--- src/rtl/i2c_txbd_seq.sv ---
module i2c_txbd_seq #(
  parameter int AW = 12
) (
  input  logic          clk,
  input  logic          rst_n,
  input  logic          go,
  input  logic [AW-1:0] ring_base,
  output logic          mem_rd,
  output logic          mem_wr,
  output logic [AW-1:0] mem_addr,
  output logic [15:0]   mem_wdata,
  input  logic [15:0]   mem_rdata,
  output logic          cmd_valid,
  input  logic          cmd_ready,
  output logic [1:0]    cmd_op,
  output logic [7:0]    cmd_byte,
  input  logic          rsp_valid,
  input  logic [1:0]    rsp_code,
  output logic          ev_txb,
  output logic          ev_txe,
  output logic          busy
);
  localparam logic [1:0] OP_START = 2'd0, OP_WR = 2'd1, OP_STOP = 2'd2;
  localparam logic [1:0] RC_NAK = 2'd1, RC_CL = 2'd2, RC_UN = 2'd3;

  typedef enum logic [3:0] {
    S_IDLE, S_C, S_L, S_PH, S_PL, S_PL2, S_DRD, S_DCAP, S_CMD, S_RSP, S_WB
  } st_t;

  st_t         st;
  logic [AW-1:0] dp;
  logic        first;
  logic [15:0] ctrl, len, bhi, cnt;
  logic [31:0] bp;
  logic [1:0]  op, err;
  logic [7:0]  byt;
  logic [31:0] baddr;

  assign baddr = bp + {16'd0, cnt};
  assign busy  = (st != S_IDLE);

  always_comb begin
    mem_rd   = 1'b0;
    mem_addr = dp;
    case (st)
      S_C:   mem_rd = 1'b1;
      S_L:   begin mem_rd = mem_rdata[15]; mem_addr = dp + AW'(1); end
      S_PH:  begin mem_rd = 1'b1; mem_addr = dp + AW'(2); end
      S_PL:  begin mem_rd = 1'b1; mem_addr = dp + AW'(3); end
      S_DRD: begin mem_rd = (cnt != len); mem_addr = baddr[AW:1]; end
      default: ;
    endcase
  end

  assign mem_wr    = (st == S_WB);
  assign mem_wdata = {2'b00, ctrl[13:10], 7'd0, err == RC_NAK, err == RC_UN, err == RC_CL};
  assign ev_txb    = mem_wr && ctrl[12] && (err == 2'd0);
  assign ev_txe    = mem_wr && ctrl[12] && (err != 2'd0);
  assign cmd_valid = (st == S_CMD);
  assign cmd_op    = op;
  assign cmd_byte  = byt;

  always_ff @(posedge clk or negedge rst_n) begin
    if (!rst_n) begin
      st <= S_IDLE; dp <= '0; first <= 1'b0; ctrl <= '0; len <= '0;
      bhi <= '0; bp <= '0; cnt <= '0; op <= OP_START; err <= '0; byt <= '0;
    end else begin
      case (st)
        S_IDLE: if (go) begin dp <= ring_base; first <= 1'b1; st <= S_C; end
        S_C:    st <= S_L;
        S_L:    begin ctrl <= mem_rdata; st <= mem_rdata[15] ? S_PH : S_IDLE; end
        S_PH:   begin len <= mem_rdata; st <= S_PL; end
        S_PL:   begin bhi <= mem_rdata; st <= S_PL2; end
        S_PL2: begin
          bp <= {bhi, mem_rdata}; cnt <= '0; err <= '0;
          if (first || ctrl[10]) begin op <= OP_START; st <= S_CMD; end
          else st <= S_DRD;
        end
        S_DRD:
          if (cnt != len) st <= S_DCAP;
          else if (ctrl[11]) begin op <= OP_STOP; st <= S_CMD; end
          else st <= S_WB;
        S_DCAP: begin
          byt <= baddr[0] ? mem_rdata[7:0] : mem_rdata[15:8];
          op  <= OP_WR;
          st  <= S_CMD;
        end
        S_CMD: if (cmd_ready) st <= S_RSP;
        S_RSP:
          if (rsp_valid) begin
            if (rsp_code != 2'd0) begin err <= rsp_code; st <= S_WB; end
            else if (op == OP_STOP) st <= S_WB;
            else begin
              if (op == OP_WR) cnt <= cnt + 16'd1;
              st <= S_DRD;
            end
          end
        S_WB: begin
          first <= 1'b0;
          if (err != 2'd0) st <= S_IDLE;
          else begin
            dp <= ctrl[13] ? ring_base : dp + AW'(4);
            st <= S_C;
          end
        end
        default: st <= S_IDLE;
      endcase
    end
  end
endmodule

--- config.mk ---
export PLATFORM = sky130hd
export DESIGN_NAME = i2c_txbd_seq
export DESIGN_NICKNAME = d
export VERILOG_FILES = /design/src/rtl/i2c_txbd_seq.sv
export SDC_FILE = /design/constraint.sdc
export NUM_CORES = 1
export LEC_CHECK = 0
export ABC_AREA = 1
export BUFFER_PORTS_ARGS = -buffer_cell sky130_fd_sc_hd__buf_2
export CAP_MARGIN = 20
export CORE_MARGIN = 4
export CORE_UTILIZATION = 55
export CTS_BUF_LIST = sky130_fd_sc_hd__clkbuf_16
export CTS_CLUSTER_SIZE = 30
export DETAILED_ROUTE_END_ITERATION = 12
export PLACE_DENSITY = 0.73
export SKIP_CTS_REPAIR_TIMING = 1
export SLEW_MARGIN = 20
export SYNTH_ARGS = -nofsm -noshare
export SYNTH_HDL_FRONTEND = slang
export SYNTH_SLANG_ARGS = --single-unit
--- constraint.sdc ---
create_clock -name clk -period 4 [get_ports clk]
set_clock_uncertainty 0.05 [all_clocks]
set_input_delay 0.4 -clock clk [delete_from_list [all_inputs] [get_ports clk]]
set_output_delay 0.4 -clock clk [all_outputs]
set_load 0.005 [all_outputs]
==> metrics.cfg, run 1 <==
[status]
outcome=complete, no violations

[clocking]
clk_pin_slew_ns=0.06
numCtsBuffers=9
clk_latency_ns=0.34
clockRootBuffer=clkbuf_16
h-tree-depth=3
cts_buffer_depth=2
cts_tree=done
clock_sinks=78

[synthesis]
synth_warnings=0
synth_top_family_by_area=simple AND/OR/NAND/NOR gates
synth-compound-area-share=0.133
ys_ff_latch=78
synth_fa_ha_area_frac=0.0399
synth.cell_area_um2=5520
yosys.cell_count.top_type=nand2_1
ys.flop_type=dfrtp_1
netlist_instances=845
synthMuxAreaShare=0.00408
synthXorXnorAreaFrac=0.0127
synth_area_leader_cell=dfrtp_1
synthTopCellsByArea=dfrtp_1 35%, nand2_1 18%, inv_1 7.8%, o21ai_0 7.4%, nand3_1 5.5%
ys_seq_area_frac=0.354
yosys.cell_types.count=34
ys_top_cells_by_count=268 x nand2_1, 114 x inv_1, 82 x o21ai_0, 78 x dfrtp_1, 68 x nor2_1
synth_simple_gate_area_frac=0.344
synth.avg_cell_area_um2=6.53
ys_async_sr_fraction=1.00
synth_edf_count=0
synth_top_area_frac=0.354

[power]
swShare=0.472
p_per_area_nw_per_um2=721
p_comb_frac=0.498
sequentialPowerShare=0.332
ir_worst_vdd_mv=0.412
p_int_w=0.00236
power_leakage_nw=3.26
power_w=0.00447
clkPwrFrac=0.170
power_switching_w=0.00211

[finish]
num-fill-cells=949
finalNonFillerCells=1046
syn_to_final_growth_pct=12.3
drive_gt1_frac=0.119
finish.instance_area_um2=6190
nNetsFinal=960
antenna_cells=0

[sta]
min_period_over_period=0.747
slew_viol_final=0
setup_violations=0
finalSetupTns_ns=0
slew_headroom=0.499
fmax_mhz=335
hold_viol_final=0
period_minus_slack_ns=2.99
setup_ws_ns=1.01
worst_pin_slew_ns=0.750
rsz0062_at_grt=no

[route]
dr.pass1.iters=6
wire_per_inst_um=15.3
wl_met1_mm=7.44
drc=0
wl_mm=16.0
wl_met2_mm=7.17
routed_via_density=5.51
highest_layer=met4
wl_met3_mm=1.12
antenna_left=0
vias=5759
drt_iter0_drc=437

[critical_path]
critical_path_class=flip-flop to output port
crit_top_cell=nor2_2
crit_fanout=25
max_stage_delay_ns=0.58
cp_num_buf_inv=3
r2r_cells=9
cp-start-kind=flip-flop
crit_path_top_delay_cell=nor2_2
cp_data_arrival_time_ns=2.54
crit_family=simple AND/OR/NAND/NOR gates
crit_path_end_kind=output port
cp.depth=9
required_ns=3.55
path_cells=nor2_2 > inv_1 > nor2_2 > buf_4 > nand2_1 > nor2_1 > a31oi_1 > nand3_1 > buf_2

[floorplan]
initial_core_util=0.565
fp.coreArea_um2=9770
dieHeight_um=108
row_count=36
io_pins=79
fp.dieW_um=108
die-area_um2=11700

[global_route]
grt_usage=0.289
grt_pass1_wl_mm=26.4
antenna_found_initial=0
grt_pass1_vias=5328
gr-total-overflow=0
grt_max_degree=79

[placement]
dp_cells=1030
dpl_cell_area_um2=5920
portBuffers=69
dp_hpwl_mm=12.2
gp_congestion=0.945
dp_slack_ns=1.40

[min_path]
hp-class=input pin to async pin

[flow_run]
cap_viol_max_count=0

power by group through the flow:
stage | clock, W | sequential [W] | combinational, W
after floorplan | 0 | 0.00138 | 0.00158
after global placement | 0 | 0.00147 | 0.00214
after detailed placement | 0 | 0.00148 | 0.00220
after CTS | 0.000770 | 0.00147 | 0.00221
after global routing | 0.000799 | 0.00153 | 0.00256
final | 0.000760 | 0.00148 | 0.00223
kinds of logic after synthesis:
| logic type | Yosys count |
|---|---|
| mux | 2 |
| other cells | 1 |
| xor+xnor | 8 |
| flops | 78 |
| buf+inv | 151 |
| simple gates | 451 |
| compound gates | 137 |
| fa+ha+maj | 17 |
flip-flops by register name, summed over array words and instances (netlist names):
name      count
cmd_op        2
len          16
err           2
first         1
bp           13
ctrl          4
cnt          16
st            4
dp           12
cmd_byte      8
path summary, 6_finish.rpt:
check	startpoint	end	slack [ns]
setup / recovery	st[3]$_DFFE_PN0P_	mem_addr[7]	1.01
hold / removal	rst_n	cnt[15]$_DFFE_PN0P_	0.03
setup reg to reg	st[2]$_DFFE_PN0P_	cnt[5]$_DFFE_PN0P_	1.37
hold reg to reg	bp[5]$_DFFE_PN0P_	bp[5]$_DFFE_PN0P_	0.44
max in group asynchronous	rst_n	len[7]$_DFFE_PN0P_	3.35
min in group clk	mem_rdata[0]	len[0]$_DFFE_PN0P_	0.25
cells in the final DEF, fill, tap and decap left out, drive strengths merged, types with 9 or more instances in the layout:
cell type,netlist,routed
o21ai,96,96
a21oi,21,21
nand2,271,271
ha,16,16
inv,123,125
dfrtp,78,78
clkbuf,8,9
nor2,75,75
nand4,30,30
buf,19,71
nand3,61,61
conb,1,9
nor3,9,9
cell type report:
class | instances | area, µm² | area share
clock buffers | 9 | 225 | 0.0364
inverters | 124 | 465 | 0.0751
clock inverters | 7 | 41.3 | 0.00667
repair buffers | 71 | 367 | 0.0592
multi-input cells | 624 | 2980 | 0.481
flip-flops and latches | 78 | 1950 | 0.315
well taps | 133 | 166 | 0.0269
per-stage QoR:
step | hold slack, ns | utilization
finish | 0.0258 | 0.634
global route | 0.100 | 0.634
CTS | 0.217 | 0.633
detailed placement | 0.430 | 0.606
global placement | 0.417 | 0.606
floorplan | 0.0544 | -
metal layers:
metal  GRT usage  vias up
li1            -     2835
met2       0.441      226
met4      0.0848        0
met3      0.0501       24
met1       0.422     2674
met5           0        -
No activity file was read; power rests on OpenSTA's default activity.
==> run 2, diff against run 1 <==
clock period = 2.95 ns   (was 4 ns; I/O delays follow)
==> metrics.cfg, run 2 (synthesis results as in run 1) <==
[status]
outcome=complete, but fails checks
failed_checks=negative hold slack

[finish]
nNetsFinal=963  ; +0.31%
mostFrequentLayoutCell=nand2_1
most-common-layout-cells=267 x nand2_1, 114 x inv_1, 82 x o21ai_0
drive_gt1_frac=0.123  ; +0.00342
antenna_cells=0  ; unchanged
syn_to_final_growth_pct=12.4
top_regs=cnt (16), len (16), bp (13)
num-fill-cells=947  ; -0.21%

[sta]
finalSetupTns_ns=0  ; unchanged
slew_viol_final=0  ; unchanged
setup_ws_ns=0.242  ; -0.771 ns
hold_ws_ns=-0.0513  ; -0.0771 ns
period_minus_slack_ns=2.71
min_period_over_period=0.918
slew_headroom=0.512  ; +0.0122
hold_viol_final=78  ; +78
setup_violations=0  ; unchanged
rsz0062_at_grt=no
fmax_mhz=369
worst_pin_slew_ns=0.733  ; -0.0175 ns

[placement]
gp_congestion=0.992  ; +5.0%
dp_slack_ns=0.466  ; -0.936 ns
portBuffers=69  ; unchanged
dp_hpwl_mm=12.1  ; -0.94%

[clocking]
cts_tree=done
clk_pin_slew_ns=0.06  ; about the same
clockRootBuffer=clkbuf_16
clock_sinks=78  ; unchanged
cts_buffer_depth=2  ; unchanged
numCtsBuffers=9  ; unchanged
h-tree-depth=3  ; unchanged
clk_latency_ns=0.33  ; about the same

[critical_path]
r2r_end=cnt[6]$_DFFE_PN0P_
path_cells=ha_1 > fa_1 > nand3_1 > nand3_1 > a21oi_1 > nor2_1 > nor2_1 > nand2_1 > nand3_1 > buf_2
crit_family=adder cells
crit_path_top_delay_cell=dfrtp_1
required_ns=2.61  ; -0.94 ns
crit_path_end_kind=output port
max_stage_delay_ns=0.45  ; -0.13 ns
crit_top_cell=nand3_1
r2r_cells=10  ; +1
critical_path_class=flip-flop to output port
cp_data_arrival_time_ns=2.36  ; -0.18 ns
r2r_start=st[1]$_DFFE_PN0P_
crit_fanout=7  ; -72%
reg2reg_slack_ns=0.88  ; -0.49 ns
cp_num_buf_inv=1  ; -2
cp-start-kind=flip-flop

[global_route]
antenna_found_initial=0  ; unchanged
grt_pass1_vias=5365  ; +0.69%
grt_pass1_wl_mm=26.3  ; -0.47%
grt_max_degree=79  ; unchanged
grt_usage=0.284  ; -0.00473
gr-total-overflow=0  ; unchanged

[route]
routed_via_density=5.58  ; +1.4%
drc=0  ; unchanged
vias=5833  ; +1.3%
wire_per_inst_um=15.2  ; -0.83%
drt_iter0_drc=567  ; +30%
antenna_left=0  ; unchanged
dr.pass1.iters=5  ; -1
wl_mm=15.9  ; -0.92%

[floorplan]
fp.dieW_um=108  ; unchanged
io_pins=79  ; unchanged
row_count=36  ; unchanged
fp.coreArea_um2=9770  ; unchanged
initial_core_util=0.565  ; unchanged
dieHeight_um=108  ; unchanged
die-area_um2=11700  ; unchanged

[power]
p_per_area_nw_per_um2=974  ; +35%
power_leakage_nw=3.26  ; about the same
ir_worst_vdd_mv=0.521  ; +26%

[flow_run]
cap_viol_max_count=0  ; unchanged

[min_path]
hp-class=input pin to async pin

run 2: final cells by class:
type | instances | area [µm²] | share of cell area
Multi-Input combinational cell | 624 | 2990 | 0.482
Timing Repair Buffer | 74 | 389 | 0.0627
Clock inverter | 3 | 16.3 | 0.00262
Sequential cell | 78 | 1950 | 0.315
Clock buffer | 9 | 225 | 0.0363
Inverter | 124 | 465 | 0.0750
Tap cell | 133 | 166 | 0.0268
run 2: how the worst max path moves through the flow:
stage	from	end	slack [ns]	depth (start not counted)
2_1_floorplan	cnt[0]$_DFFE_PN0P_	mem_addr[7]	0.90	9
3_3_place_gp	st[0]$_DFFE_PN0P_	mem_addr[6]	0.62	13
3_5_place_dp	st[0]$_DFFE_PN0P_	mem_addr[6]	0.47	13
4_1_cts	st[0]$_DFFE_PN0P_	mem_addr[6]	0.09	13
5_1_grt	st[2]$_DFFE_PN0P_	mem_addr[8]	0.05	14
6_report	cnt[0]$_DFFE_PN0P_	mem_addr[7]	0.24	10
run 2: metrics by stage:
| step | hold slack [ns] | utilization | instances | total power, W | area [µm²] |
|---|---|---|---|---|---|
| after floorplan | -0.0506 | - | 853 | 0.00402 | 5550 |
| after global placement | 0.419 | 0.608 | 1033 | 0.00491 | 5950 |
| after detailed placement | 0.426 | 0.608 | 1033 | 0.00499 | 5950 |
| after CTS | 0.127 | 0.633 | 1045 | 0.00600 | 6190 |
| after global routing | 0.0240 | 0.635 | 1045 | 0.00663 | 6200 |
| final | -0.0513 | 0.635 | 1045 | 0.00604 | 6200 |
run 2: metal layers:
metal | vias to the layer above | wire [µm] | GRT usage
met5 | - | 0 | 0
met4 | 0 | 323 | 0.0848
met3 | 23 | 1350 | 0.0478
met2 | 258 | 6990 | 0.429
met1 | 2712 | 7200 | 0.420
li1 | 2840 | - | -
run 2: power breakdown:
group / internal, W / total [W] / switching, W
Clock: 0.000546 / 0.000969 / 0.000423
Sequential: 0.00154 / 0.00201 / 0.000467
Combinational: 0.00112 / 0.00307 / 0.00195
Total: 0.00321 / 0.00604 / 0.00284
run 2: worst register-to-register path, stage by stage, from the launching register on:
cell and delay [ns]:
dfrtp_1 0.42, inv_1 0.11, nand2_1 0.11, inv_2 0.10
nand2_1 0.24, nand2_1 0.15, nand4_1 0.16, inv_2 0.34
nand3_1 0.14, nand2_1 0.08, a21oi_1 0.04
